**src/rtl/tpw_pkg.sv**
```systemverilog
package tpw_pkg;

   typedef enum logic [1:0] {
      EDGE_NONE = 2'b00,
      EDGE_RISE = 2'b01,
      EDGE_FALL = 2'b10,
      EDGE_BOTH = 2'b11
   } edge_sel_e;

   // Decide whether a transition between two synchronized samples qualifies.
   function automatic logic edge_hit(input logic [1:0] sel,
                                     input logic       now_v,
                                     input logic       old_v);
      logic rise;
      logic fall;
      rise = now_v & ~old_v;
      fall = ~now_v & old_v;
      case (edge_sel_e'(sel))
         EDGE_RISE: edge_hit = rise;
         EDGE_FALL: edge_hit = fall;
         EDGE_BOTH: edge_hit = rise | fall;
         default:   edge_hit = 1'b0;
      endcase
   endfunction

endpackage

```
**src/rtl/tpw_edge_det.sv**
```systemverilog
module tpw_edge_det #(
   parameter int STAGES = 2
) (
   input  logic       clk,
   input  logic       rst_n,
   input  logic       din,
   input  logic [1:0] sel,
   output logic       edge_o
);
   import tpw_pkg::*;

   localparam int LAST = STAGES;

   // chain[0..STAGES-1] synchronize; chain[STAGES] holds the previous sample
   logic [LAST:0] chain;

   always_ff @(posedge clk or negedge rst_n) begin
      if (!rst_n) begin
         chain <= '0;
      end else begin
         chain <= {chain[LAST-1:0], din};
      end
   end

   always_comb begin
      edge_o = edge_hit(sel, chain[LAST-1], chain[LAST]);
   end

endmodule

```
**src/rtl/tpw_ccr_bank.sv**
```systemverilog
module tpw_ccr_bank #(
   parameter int W   = 16,
   parameter int NCH = 3,
   parameter int AW  = 2
) (
   input  logic                   clk,
   input  logic                   rst_n,
   input  logic                   wr_en,
   input  logic [AW-1:0]          wr_addr,
   input  logic [W-1:0]           wr_data,
   input  logic                   reload,
   output logic [W-1:0]           act_period,
   output logic [NCH-1:0][W-1:0]  act_duty,
   output logic                   armed
);
   localparam int NREG = NCH + 1;
   localparam logic [AW-1:0] ARM_IDX = AW'(1);

   logic [NREG-1:0][W-1:0] shadow;
   logic                   arm_wr;
   logic                   commit;

   assign arm_wr = wr_en && (wr_addr == ARM_IDX);
   assign commit = reload && armed;

   always_ff @(posedge clk or negedge rst_n) begin
      if (!rst_n) begin
         shadow <= '0;
      end else if (wr_en) begin
         for (int i = 0; i < NREG; i++) begin
            if (wr_addr == AW'(i)) begin
               shadow[i] <= wr_data;
            end
         end
      end
   end

   always_ff @(posedge clk or negedge rst_n) begin
      if (!rst_n) begin
         armed <= 1'b0;
      end else begin
         armed <= (armed && !reload) || arm_wr;
      end
   end

   always_ff @(posedge clk or negedge rst_n) begin
      if (!rst_n) begin
         act_period <= '0;
      end else if (commit) begin
         act_period <= shadow[0];
      end
   end

   for (genvar gk = 0; gk < NCH; gk++) begin : g_duty
      always_ff @(posedge clk or negedge rst_n) begin
         if (!rst_n) begin
            act_duty[gk] <= '0;
         end else if (commit) begin
            act_duty[gk] <= shadow[gk+1];
         end
      end
   end

endmodule

```
**src/rtl/tpw_counter.sv**
```systemverilog
module tpw_counter #(
   parameter int W = 16
) (
   input  logic         clk,
   input  logic         rst_n,
   input  logic         tmr_en,
   input  logic         count_en,
   input  logic         trig_edge,
   input  logic [W-1:0] period,
   output logic [W-1:0] cnt,
   output logic         running,
   output logic         reload
);
   logic pend;
   logic restart;
   logic wrap;

   assign restart = tmr_en && count_en && (trig_edge || pend);
   assign wrap    = tmr_en && count_en && running && !restart && (cnt == period);
   assign reload  = restart || wrap;

   always_ff @(posedge clk or negedge rst_n) begin
      if (!rst_n) begin
         cnt     <= '0;
         running <= 1'b0;
         pend    <= 1'b0;
      end else if (!tmr_en) begin
         cnt     <= '0;
         running <= 1'b0;
         pend    <= 1'b0;
      end else if (restart) begin
         cnt     <= '0;
         running <= 1'b1;
         pend    <= 1'b0;
      end else begin
         pend <= pend || trig_edge;
         if (count_en && running) begin
            cnt <= wrap ? '0 : cnt + 1'b1;
         end
      end
   end

endmodule

```
**src/rtl/tpw_pwm_cmp.sv**
```systemverilog
module tpw_pwm_cmp #(
   parameter int W   = 16,
   parameter int NCH = 3
) (
   input  logic                  tmr_en,
   input  logic                  running,
   input  logic [W-1:0]          cnt,
   input  logic [NCH-1:0][W-1:0] duty,
   output logic [NCH-1:0]        pwm
);
   for (genvar gk = 0; gk < NCH; gk++) begin : g_ch
      assign pwm[gk] = tmr_en && running && (cnt < duty[gk]);
   end

endmodule

```
**src/rtl/trig_pwm3_timer.sv**
```systemverilog
module trig_pwm3_timer #(
   parameter int CNT_W       = 16,
   parameter int NCH         = 3,
   parameter int AW          = 2,
   parameter int SYNC_STAGES = 2
) (
   input  logic             clk,
   input  logic             rst_n,
   input  logic             tmr_en,
   input  logic             count_en,
   input  logic [1:0]       trig_sel,
   input  logic [1:0]       evt_sel,
   input  logic             trig_in,
   input  logic             evt_in,
   input  logic             wr_en,
   input  logic [AW-1:0]    wr_addr,
   input  logic [CNT_W-1:0] wr_data,
   output logic [CNT_W-1:0] cnt_value,
   output logic [NCH-1:0]   pwm_out,
   output logic             evt_edge
);
   localparam int MIN_AW = $clog2(NCH + 1);

   if (CNT_W < 2 || CNT_W > 32) begin : g_bad_width
      $error("CNT_W must lie in 2..32");
   end
   if (NCH < 1) begin : g_bad_nch
      $error("NCH must be at least 1");
   end
   if (AW < MIN_AW) begin : g_bad_aw
      $error("AW too narrow for NCH+1 registers");
   end
   if (SYNC_STAGES < 2) begin : g_bad_sync
      $error("SYNC_STAGES must be at least 2");
   end

   logic                      trig_edge;
   logic                      running;
   logic                      reload;
   logic                      armed;
   logic [CNT_W-1:0]          act_period;
   logic [NCH-1:0][CNT_W-1:0] act_duty;

   tpw_edge_det #(.STAGES(SYNC_STAGES)) u_trig_det (
      .clk    (clk),
      .rst_n  (rst_n),
      .din    (trig_in),
      .sel    (trig_sel),
      .edge_o (trig_edge)
   );

   tpw_edge_det #(.STAGES(SYNC_STAGES)) u_evt_det (
      .clk    (clk),
      .rst_n  (rst_n),
      .din    (evt_in),
      .sel    (evt_sel),
      .edge_o (evt_edge)
   );

   tpw_ccr_bank #(.W(CNT_W), .NCH(NCH), .AW(AW)) u_bank (
      .clk        (clk),
      .rst_n      (rst_n),
      .wr_en      (wr_en),
      .wr_addr    (wr_addr),
      .wr_data    (wr_data),
      .reload     (reload),
      .act_period (act_period),
      .act_duty   (act_duty),
      .armed      (armed)
   );

   tpw_counter #(.W(CNT_W)) u_cnt (
      .clk       (clk),
      .rst_n     (rst_n),
      .tmr_en    (tmr_en),
      .count_en  (count_en),
      .trig_edge (trig_edge),
      .period    (act_period),
      .cnt       (cnt_value),
      .running   (running),
      .reload    (reload)
   );

   tpw_pwm_cmp #(.W(CNT_W), .NCH(NCH)) u_cmp (
      .tmr_en  (tmr_en),
      .running (running),
      .cnt     (cnt_value),
      .duty    (act_duty),
      .pwm     (pwm_out)
   );

endmodule

```
**config.mk**
```make
export PLATFORM = sky130hd
export DESIGN_NAME = trig_pwm3_timer
export DESIGN_NICKNAME = d
export VERILOG_FILES = /design/src/rtl/tpw_pkg.sv /design/src/rtl/tpw_edge_det.sv /design/src/rtl/tpw_ccr_bank.sv /design/src/rtl/tpw_counter.sv /design/src/rtl/tpw_pwm_cmp.sv /design/src/rtl/trig_pwm3_timer.sv
export SDC_FILE = /design/constraint.sdc
export NUM_CORES = 1
export LEC_CHECK = 0
export BUFFER_PORTS_ARGS = -buffer_cell sky130_fd_sc_hd__buf_2
export CAP_MARGIN = 20
export CORE_ASPECT_RATIO = 1.1
export CORE_MARGIN = 5
export CORE_UTILIZATION = 45
export DETAILED_ROUTE_END_ITERATION = 8
export HOLD_SLACK_MARGIN = 0.02
export MAX_ROUTING_LAYER = met4
export PLACE_DENSITY_LB_ADDON = 0.12
export SYNTH_ARGS = -nofsm -noshare
export SYNTH_HDL_FRONTEND = slang
export SYNTH_HIERARCHICAL = 1
export SYNTH_SLANG_ARGS = --single-unit
export TNS_END_PERCENT = 50
```
**constraint.sdc**
```tcl
create_clock -name clk -period 3.2 [get_ports clk]
set_input_delay 0.16 -clock clk [delete_from_list [all_inputs] [get_ports clk]]
set_output_delay 0.16 -clock clk [all_outputs]
set_load 0.005 [all_outputs]
```
After elaboration in Yosys (flattened, before gate mapping)
Cells that the tools add are included.
{"block": "word_totals", "out_inout_bits": 20, "elab_cells": 73, "register_bits": 153, "inputBits": 29}
{"block": "op_classes", "n_reduce_logical": 23, "addsub": 1, "n_eq_ne": 12, "magnitude_cmp": 3, "n_bitwise": 10, "n_mux": 10}
{"operator": "16-bit two-way mux", "n": 4}
{"operator": "16-bit < comparator", "n": 3}
{"operator": "16-bit by 1-bit adder with 16-bit output (second input constant)", "n": 1}
{"operator": "16-bit == test", "n": 1}
{"operator": "1-bit logical AND", "n": 13}
{"operator": "2-bit == test (second input constant)", "n": 6}
{"operator": "2-bit AND reduction", "n": 4}
{"operator": "2-bit by 1-bit == test with 1-bit output (second input constant)", "n": 3}
{"operator": "1-bit case mux with 3 select lines", "n": 2}
{"operator": "1-bit AND", "n": 4}
{"operator": "1-bit two-way mux", "n": 4}
{"operator": "1-bit inverter", "n": 4}
{"operator": "1-bit logical OR", "n": 3}
{"operator": "3-bit by 1-bit inequality test with 1-bit output (second input constant)", "n": 1}
{"operator": "1-bit zero test", "n": 2}
{"operator": "2-bit zero test", "n": 1}
{"operator": "2-bit by 1-bit inequality test with 1-bit output (second input constant)", "n": 1}
{"operator": "1-bit OR", "n": 2}

Depth between registers and ports, before layout
Gate-level depths: netlist of run 1.
{"block": "depth", "depth_word": 13, "mapped_depth": 11, "ltp_nobuf": 10}

Modules after synthesis
The synthesis of run 1 kept the hierarchy.
{"mod": "tpw_ccr_bank", "instances": 1, "cells_per_inst": 274, "seq_area_each_um2": 3228.1, "area_per_inst_um2": 4804.6}
{"mod": "tpw_pwm_cmp", "instances": 1, "cells_per_inst": 152, "seq_area_each_um2": 0.0, "area_per_inst_um2": 1134.8}
{"mod": "tpw_counter", "instances": 1, "cells_per_inst": 117, "seq_area_each_um2": 450.4, "area_per_inst_um2": 1112.3}
{"mod": "tpw_edge_det", "instances": 2, "cells_per_inst": 12, "seq_area_each_um2": 75.1, "area_per_inst_um2": 133.9}

Worst setup path before layout of run 1
OpenSTA, ideal clock, no wires.
{"block": "synth_path", "kind": "register to register", "from": "reg u_cnt.cnt[5]", "to": "reg u_bank/act_duty[0] (netlist bit)", "slack_ns": 0.972, "arrival_ns": 2.103, "path_buffers": 1, "period_less_slack_ns": 2.228, "setup_time_ns": 0.125, "required_ns": 3.075, "path_stages_with_launch": 9, "cell_sequence": "dfrtp_1 -> xnor2_1 -> nand4_1 -> nor4_2 -> nand4_1 -> a21boi_0 -> nand2_1 -> buf_2 -> mux2_2"}
{"block": "synth_between", "elab_chain_cells": 4}
{"item": "from (decl)", "line": "tpw_counter.sv:10", "source": "output logic [W-1:0] cnt,"}
{"item": "from (signal assigned)", "line": "tpw_counter.sv:38", "source": "cnt <= wrap ? '0 : cnt + 1'b1;"}
{"item": "16-bit == test", "line": "tpw_counter.sv:19", "source": "assign wrap = tmr_en && count_en && running && !restart && (cnt == period);"}
{"item": "1-bit logical AND", "line": "tpw_counter.sv:19"}
{"item": "1-bit logical OR", "line": "tpw_counter.sv:20", "source": "assign reload = restart || wrap;"}
{"item": "via reload", "line": "trig_pwm3_timer.sv:39", "source": "logic reload;"}
{"item": "1-bit logical AND", "line": "tpw_ccr_bank.sv:24", "source": "assign commit = reload && armed;"}
{"item": "to (signal, indexed assignment)", "line": "tpw_ccr_bank.sv:59", "source": "act_duty[gk] <= shadow[gk+1];"}
{"item": "to (decl)", "line": "tpw_ccr_bank.sv:13", "source": "output logic [NCH-1:0][W-1:0] act_duty,"}
The timed path passes the listed nets, and every way through them passes these cells.
A chain may end at the register's enable or synchronous reset.

Worst setup path in the final report of run 1
{"block": "layout_path", "from": "reg u_cnt.cnt[5]", "to": "reg u_bank/act_duty[42] (netlist bit)"}
Same word-level chain as after synthesis.

==> results of run 1 <==
==> layout make-up <==
| class | count | area share [%] |
|---|---|---|
| multi-input cells | 350 | 37.67 |
| clock inverters | 11 | 1.440 |
| repair buffers | 72 | 5.510 |
| flip-flops and latches | 153 | 44.96 |
| inverters | 52 | 2.292 |
| well taps | 204 | 2.997 |
| clock buffers | 20 | 5.128 |
==> where the power goes <==
group,internal [mW],total (mW),switching (mW)
Clock,1.14,1.91,0.770
Sequential,2.51,2.83,0.320
Combinational,0.754,1.38,0.628
Total,4.41,6.13,1.72
==> kinds of logic (layout without fill, tap and decap cells) <==
| logic type | count (synthesis) | count (layout) | share of synthesized area [%] |
|---|---|---|---|
| flip-flops | 153 | 153 | 52.31 |
| adder cells (fa/ha/maj) | 50 | 50 | 8.547 |
| XOR/XNOR | 30 | 30 | 3.590 |
| multiplexers | 128 | 128 | 19.69 |
| buffers and inverters | 64 | 155 | 3.897 |
| AO/OA/AOI/OAI | 51 | 51 | 5.026 |
| AND/OR/NAND/NOR | 91 | 91 | 6.940 |
==> state kept, by name, summed over array words and instances (netlist names) <==
signal             cells
u_bank/armed           1
u_evt_det/chain        3
u_cnt/cnt             16
u_cnt/running          1
u_cnt/pend             1
u_bank/act_period     16
u_bank/shadow         64
u_trig_det/chain       3
u_bank/act_duty       48
==> metal layers <==
metal | global-route usage, % | part of all wire [%] | vias up
li1 | - | - | 2160
met1 | 23.48 | 47 | 2287
met2 | 29.17 | 48 | 69
met3 | 4.447 | 3.4 | 19
met4 | 5.468 | 1.5 | 0
met5 | - | 0 | -
==> worst max path at each step <==
| stage | from | to | slack [ps] | depth (start not counted) |
|---|---|---|---|---|
| after detailed placement | u_cnt/cnt[5] | u_bank/act_duty[25] | 380 | 8 |
| after floorplan | u_cnt/cnt[5] | u_bank/act_duty[0] | 970 | 8 |
| after CTS | u_cnt/cnt[5] | u_bank/act_duty[4] | 370 | 8 |
| final | u_cnt/cnt[5] | u_bank/act_duty[42] | 390 | 8 |
| after global placement | u_cnt/cnt[5] | u_bank/act_duty[40] | 460 | 8 |
| after global routing | u_cnt/cnt[5] | u_bank/act_duty[14] | 190 | 8 |
==> worst max-delay path, delay by kind of cell, from the launching register on <==
kind                   cells  cell delay (ps)
multiplexers               1              370
AO/OA/AOI/OAI              1              280
flip-flops                 1              530
buffers and inverters      1              350
AND/OR/NAND/NOR            4              830
XOR/XNOR                   1              300
==> cell usage after synthesis, types with 2 or more instances <==
cell type,instances
a2111oi_2,3
a211oi_2,2
a21boi_0,2
a21o_1,6
a21oi_1,13
a221oi_1,2
a22o_1,2
and3_1,2
and4_1,3
buf_2,7
buf_6,3
dfrtp_1,153
ha_1,50
inv_1,52
mux2_2,128
nand2_1,19
nand2b_1,3
nand3_1,10
nand3b_2,2
nand4_1,16
nor2_1,19
nor2b_1,5
nor3_1,4
nor3b_1,2
o21ai_0,7
o21ai_1,4
o21bai_1,2
o31a_1,2
xnor2_1,23
xor2_1,7
==> per-stage QoR <==
step	power, mW	setup slack (ps)	util, %	cell area (um^2)
floorplan	3.795	972.1	-	7320
global placement	4.183	458.6	48.11	7786
detailed placement	4.256	382.1	48.11	7786
CTS	6.212	365.8	52.61	8516
global route	6.539	188.5	52.61	8516
finish	6.126	390.0	52.61	8516
==> reports/metrics.cfg, run 1 <==
[worst_setup_path]
crit_chain=xnor2_1, nand4_1, nor4_2, nand4_1, a21boi_0, nand2_2, buf_4, mux2_2
crit_top_cell=nand4_1
crit_path_end_kind=register
critPathRequiredTime_ps=3500
critical_path_class=reg -> reg
startpoint_type=register
rr_endpoint=u_bank/act_duty[42]
critPathSlowestCell=dfrtp_1
r2r_setup_slack_ps=390
crit_fanout=53
r2r-start=u_cnt/cnt[5]
slowest_delay_ps=530
crit_arrival_ps=3110
reg2regPathDepth=8

[synthesis]
yosysWarnings=6
yosys_most_used_dff=dfrtp_1
yosys.area.top_type=dfrtp_1
syn_inst=567
synth_top_area_share_pct=52.31
yosys-top-cells-area=dfrtp_1 (52%), mux2_2 (20%), ha_1 (8.5%)
yosys.cell_types.count=44
synth_sequential_area_ratio_pct=52.31
synth_fp_nets=646
syn_area_per_cell_um2=12.91
synth-edff-count=0
ys_ff_latch=153
syn_area_um2=7320
async_flop_share_pct=100.0

[worst_hold_path]
min_to=u_bank/shadow[58]
min_path_cells=2
hp-class=in -> reg
min_from=wr_data[10]

[power_and_ir_drop]
ir_drop_mv=0.3615
p_leak_nw=4.029
power.density_nw_per_um2=719.4

[timing]
finalHoldViolCount=0
slew_violations=0
setup_viol=0
slew_headroom_pct=50.72
tns_ps=0
period_minus_slack_ps=2810
timing.hold.ws_ps=33.14
rsz0062_at_grt=false
period_share_pct=87.81
worst_pin_slew_ps=739.2
fmax_mhz=355.9
fin_skew_ps=7.547

[route]
drtPass1Iterations=5
antenna_left=0
routed_wl_um=15490
drtIter0Drc=135
drt_drc_violations_left=0
post_drt_wl_per_cell_um=17.97
vias_per_cell=5.261
via_count=4535

[cts]
post_cts_buffers=0
cts_tree=done
cts.sinks=153
cts_buffer_depth=2
path_clk_slew_ps=60
postCtsResizedCells=0
cts_buffers=17
htree_levels=4
clock_latency_ps=420
cts_root_buffer=clkbuf_16
postCtsHoldBufs=17

[floorplanning]
initial_core_util_pct=45.22
die_w_um=131.6
core_um2=16190
num_rows=49
die_area_um2=18920
io_pins=49
die_y_um=143.8

[grt]
grt_pass1_wl_um=26430
grt_overflow=0
grt_use_total_pct=18.32
grt_max_degree=80
grt_pass1_vias=4941
antenna_found_initial=0

[layout]
final_nets=725
regArea_um2=3829
multi_input_area_um2=3208
syn_to_final_growth_pct=16.34
final_common_cell=dfrtp_1
fillers=1434
drive_gt1_share_pct=34.19
finalNonFillerCells=862
antenna_cells=0
final_cell_mix=dfrtp_1 (153), mux2_2 (128), inv_1 (52)

[place]
dp_hpwl_um=10940
portBuffers=48
gp_congestion=0.8415
placed_cells=814

[status]
status=complete, no violations

[run]
drv_cap=0

No activity file was read; power rests on OpenSTA's default activity.
==> inputs of run 2 (changes only) <==
Clock period 3.2 ns to 2.35 ns, I/O delays scaled along.
==> run 2 against run 1 <==
Net effect: the flow now finishes with violations (setup timing); non-clock buffer count up 37; first-iteration DRC count grew 36%; sequential share of layout area down 3.2 points; critical endpoint is now pwm_out[2]; combinational power is 51% higher; sequential power up 37%; largest cell class unchanged; critical path depth fell by 1; via count increased by 4.1%; largest power group unchanged.
==> reports/metrics.cfg, run 2 (synthesized netlist as in run 1, its figures left out) <==
[place]
gp_congestion=0.8038
portBuffers=48
dp_slack_ps=-80.43
dp_hpwl_um=11080

[layout]
syn_to_final_growth_pct=25.30
regMostFlops=u_bank/shadow
final_common_cell=dfrtp_1
fillers=1384
final_nets=762
drive_gt1_share_pct=41.18
reg_top3=u_bank/shadow (64), u_bank/act_duty (48)
final_cell_mix=dfrtp_1 (153), mux2_2 (128), inv_1 (52)
antenna_cells=0
largest_reg_flops=64

[power_and_ir_drop]
power.density_nw_per_um2=949.4
p_leak_nw=4.318
ir_drop_mv=0.5298
power.total_mw=8.707

[floorplanning]
core_um2=16190
io_pins=49
num_rows=49
die_w_um=131.6
initial_core_util_pct=45.22
die_area_um2=18920
die_y_um=143.8

[status]
violations=setup timing
status=complete, but fails checks

[worst_setup_path]
crit_arrival_ps=2250
startpoint_type=register
crit_fanout=8
critPathRequiredTime_ps=2230
crit_path_end_kind=output port
critical_path_class=reg -> out

[timing]
rsz0062_at_grt=true
slew_violations=0
fin_skew_ps=15.36
period_share_pct=100.8
finalHoldViolCount=0
slew_headroom_pct=54.90
setup_viol=21
period_minus_slack_ps=2370
worst_pin_slew_ps=672.9
setup_slack_ps=-19.66
fmax_mhz=422.0

[grt]
grt_use_total_pct=18.71
grt_pass1_vias=5044
antenna_found_initial=0
grt_overflow=0
grt_max_degree=59
grt_pass1_wl_um=27050

[cts]
clock_latency_ps=430
cts_buffer_depth=2
cts_tree=done
cts_root_buffer=clkbuf_16
cts.sinks=153
path_clk_slew_ps=60
htree_levels=4
cts_buffers=17

[route]
via_count=4721
vias_per_cell=5.269
routed_wl_um=16470
drtIter0Drc=184
antenna_left=0
drt_drc_violations_left=0
post_drt_wl_per_cell_um=18.38
drtPass1Iterations=4

[run]
drv_cap=0

[worst_hold_path]
hp-class=in -> async

-- run 2: changes by cell type in the layout (fill, tap and decap cells not counted), sizes merged --
cell / change
clkinvlp: -2
dlygate4sd3: +5
buf: +30
bufinv: +2
clkinv: +1
inv: -2
-- run 2: routing by layer --
metal / vias up / global-route usage, % / wire length (um)
met5: - / - / 0
met4: 0 / 5.360 / 242
met3: 19 / 4.237 / 356
met2: 72 / 29.87 / 8046
met1: 2395 / 24.18 / 7826
li1: 2235 / - / -
-- run 2: metrics by stage --
stage	setup TNS, ps	util, %	hold slack [ps]	instance area [um^2]	instances
2_1_floorplan	0	-	-178.1	7320	567
3_3_place_gp	-1190	49.36	118.2	7989	836
3_5_place_dp	-4008	49.36	123.9	7989	836
4_1_cts	-56.23	55.57	243.8	8994	890
5_1_grt	-6331	56.66	285.7	9171	896
6_report	-152.7	56.66	227.2	9171	896
-- run 2: worst max-delay path, cell delays in order (launching register included) --
cell and delay, ps:
dfrtp_1 380, buf_4 180, ha_1 340, a21oi_2 170
a21oi_2 90, a2111oi_4 340, o31a_1 200, buf_2 120
-- run 2: layout make-up --
cell class	count	area [um^2]	share of cell area, %
flip-flops and latches	153	3829	41.75
multi-input cells	350	3446	37.57
repair buffers	109	862.1	9.400
clock buffers	18	429.2	4.679
well taps	204	255.2	2.783
inverters	52	195.2	2.128
clock inverters	10	155.1	1.692
-- run 2: final timing paths --
check	endpoint	depth (start not counted)	slack, ps	start
min in group clk	u_cnt/running	4	290	trig_sel[0]
max in group asynchronous	u_bank/act_period[2]	3	1380	rst_n
hold reg to reg	u_evt_det/chain[1]	0	360	u_evt_det/chain[0]
setup / recovery	pwm_out[2]	7	-20	u_cnt/cnt[11]
hold / removal	u_cnt/cnt[15]	2	230	rst_n
setup reg to reg	u_bank/act_duty[38]	9	-20	u_cnt/cnt[3]
-- run 2: repair_timing --
action                                 in CTS  in global routing
gates cloned                                0                  5
endpoints found under the hold margin     123                  0
pin swaps                                  11                  5
hold buffers                               22                  0
setup endpoints to repair                  67                 75
resized for setup                          27                 17
buffers inserted                            4                  1
-- run 2: report_power, final --
group	total, mW	switching (mW)	internal, mW
Clock	2.76	1.02	1.74
Sequential	3.87	0.445	3.42
Combinational	2.08	0.937	1.14
Total	8.71	2.40	6.31
==> inputs of run 3 (changes only) <==
Settings changed: CORE_UTILIZATION 45 to 33, SYNTH_HIERARCHICAL 1 to default.
==> run 3 against run 2 <==
Net effect: the run still ends with setup timing left; utilization fell by 16 points; clock skew fell by 3.9 ps; hold slack got worse by 150 ps; clock power rose by 7%; combinational power fell by 40%; design area rose by 26%; power fell by 17%; via count rose by 57%; count of clock-buffer cells in the layout rose by 2; non-clock buffer count rose by 19; area after synthesis rose by 30%; synthesized cell count rose by 58%.
==> reports/metrics.cfg, run 3 <==
[layout]
final_cell_mix=dfrtp_1 (147), nand3_1 (76), and2_1 (65)
finalNonFillerCells=1361
largest_reg_flops=64
regMostFlops=u_bank.shadow
final_nets=1059
utilization_pct=40.47
syn_to_final_growth_pct=21.87
drive_gt1_share_pct=31.55
reg_top3=u_bank.shadow (64), u_bank.act_duty (48)
final_common_cell=dfrtp_1

[synthesis]
syn_area_um2=9479
synth_xor_area_share_pct=1.940
yosys.cell_types.count=61
yosysWarnings=0
yosys-top-cells-area=dfrtp_1 (40%), a221oi_2 (9.3%), mux2_2 (7.6%)
yosysMostFrequentCell=dfrtp_1
syn_inst=897
synth_compound_area_share_pct=20.80
synth-edff-count=0
synth_fp_nets=976
ys_ff_latch=153
synthSimpleGateAreaFrac_pct=17.01
yosys_most_used_dff=dfrtp_1
yosys.area.top_type=dfrtp_1
syn_area_per_cell_um2=10.57
synth_sequential_area_ratio_pct=40.39
synth_fa_ha_area_share_pct=6.600
yosys-top-cells-count=dfrtp_1 (153), nand3_1 (76), and2_1 (66)
async_flop_share_pct=100.0
synth_top_family_by_area=compound AO/OA/AOI/OAI gates
synth_top_area_share_pct=40.39
synth_mux_area_share_pct=7.709

[route]
drt_drc_violations_left=0
vias_per_cell=5.441
via_count=7405
post_drt_wl_per_cell_um=21.44
drtPass1Iterations=6
routed_wl_um=29190
antenna_left=0
drtIter0Drc=434

[cts]
cts_buffers=17
cts_buffer_depth=2
htree_levels=4
cts_root_buffer=clkbuf_16
cts_tree=done
clock_latency_ps=440
cts.sinks=153
path_clk_slew_ps=70

[grt]
grt_pass1_wl_um=44870
grt_overflow=0
grt_max_degree=119
antenna_found_initial=1
grt_pass1_vias=7399
grt_use_total_pct=18.47

[worst_setup_path]
critPathSlowestCell=dfrtp_1
worstSetupPathDepth=7
cp_top_family=compound AO/OA/AOI/OAI gates
path_buf_inv=1
critical_path_class=reg -> out
startpoint_type=register
crit_arrival_ps=2340
crit_chain=ha_4, a21o_1, a21o_1, a21o_1, a221o_1, a41oi_2, buf_2
r2r_setup_slack_ps=20
r2r-start=u_trig_det.chain[1]
reg2regPathDepth=10
crit_fanout=3
crit_top_cell=a21o_1
rr_endpoint=u_bank.act_duty[34]
crit_path_end_kind=output port
critPathRequiredTime_ps=2230
critical_path.endpoint=pwm_out[2]
critPathLaunch=u_cnt.cnt[9]
slowest_delay_ps=460

[power_and_ir_drop]
p_leak_nw=4.949
ir_drop_mv=0.3813
power.density_nw_per_um2=624.9

[place]
placed_cells=1292
gp_congestion=0.7942
portBuffers=48
dp_hpwl_um=18990

[timing]
slew_violations=0
period_share_pct=104.4
timing.hold.ws_ps=79.66
worst_pin_slew_ps=535.4
period_minus_slack_ps=2453
fmax_mhz=407.6
setup_slack_ps=-103.1
rsz0062_at_grt=true
slew_headroom_pct=64.31
finalHoldViolCount=0
setup_viol=3
fin_skew_ps=11.46

[floorplanning]
io_pins=49
die_area_um2=32220
die_y_um=187.8
num_rows=65
die_w_um=171.6
core_um2=28550
initial_core_util_pct=33.21

[status]
violations=setup timing
status=complete, but fails checks

[worst_hold_path]
hp-class=in -> reg

[run]
drv_cap=0

run 3: changes by cell type after synthesis, sizes merged, moves of 7 or more:
cell	delta
a21o	+10
a221oi	+62
and2	+66
buf	+15
clkbuf	+37
mux2	-64
nand2	+14
nand3	+65
nor2	+36
nor2b	+16
o211ai	+20
o311ai	+45
xor2	-7
run 3: repair_timing:
action                                  in CTS  in global routing
buffers inserted                             8                  8
endpoints found under the setup margin       3                 37
endpoints found under the hold margin      209                  0
gates cloned                                 0                  3
hold buffers                                18                  0
gates resized for setup                     30                 13
pin swaps                                   17                 11
run 3: worst min path at each step:
stage                     cells after the start  slack (ps)        start            endpoint
final                                         2          80  wr_data[14]   u_bank.shadow[30]
after global routing                          2          70  wr_data[15]   u_bank.shadow[31]
after CTS                                     2          50  wr_data[14]   u_bank.shadow[30]
after detailed placement                      1          20        rst_n   u_bank.shadow[17]
after global placement                        1          30        rst_n   u_bank.shadow[17]
after floorplan                               0        -180        rst_n  u_bank.act_duty[0]
run 3: worst register-to-register path, stage by stage, from the launching register on:
cell and delay, ps:
dfrtp_1 370, inv_1 50, ha_1 300, nand2b_4 150
a311oi_4 280, o2bb2a_4 210, buf_12 150, buf_4 140
buf_4 130, a221oi_2 270, o311ai_1 140
run 3: power by group:
part           switching [mW]  internal, mW  leakage (nW)  total [mW]
sequential              0.160          2.87          1.64        3.03
clock                    1.18          1.77         0.286        2.95
combinational           0.680         0.561          3.02        1.24
total                    2.02          5.20          4.95        7.22
run 3: cell type report:
type                            count  area, um^2
Fill cell                        2782       16990
Multi-Input combinational cell    628        5345
Sequential cell                   153        3839
Timing Repair Buffer              128        1100
Tap cell                          368       460.4
Clock buffer                       20       436.7
Inverter                           52       195.2
Clock inverter                     11       173.9
Antenna cell                        1       2.502
run 3: cell families (layout without fill, tap and decap cells):
group,count (synthesis),after routing
adder cells (fa/ha/maj),50,50
AND/OR/NAND/NOR,298,298
flip-flops,153,153
buffers and inverters,116,211
XOR/XNOR,21,21
multiplexers,65,65
other,0,1
AO/OA/AOI/OAI,194,194
run 3: stage by stage:
step	worst slack, ps	TNS, ps	instance area (um^2)	total power, mW
finish	-103.1	-269.0	11550	7.219
global route	-180.3	-741.0	11550	7.564
CTS	-130.1	-380.3	11340	7.280
detailed placement	57.78	0	10350	4.271
global placement	81.69	0	10350	4.261
floorplan	296.3	0	9479	3.884
run 3: layer usage:
metal	track usage, %	up-vias	share of wire [%]
li1	-	3523	-
met1	24.96	3776	47
met2	29.63	86	49
met3	2.488	20	2.6
met4	4.115	0	1.2
met5	-	-	0
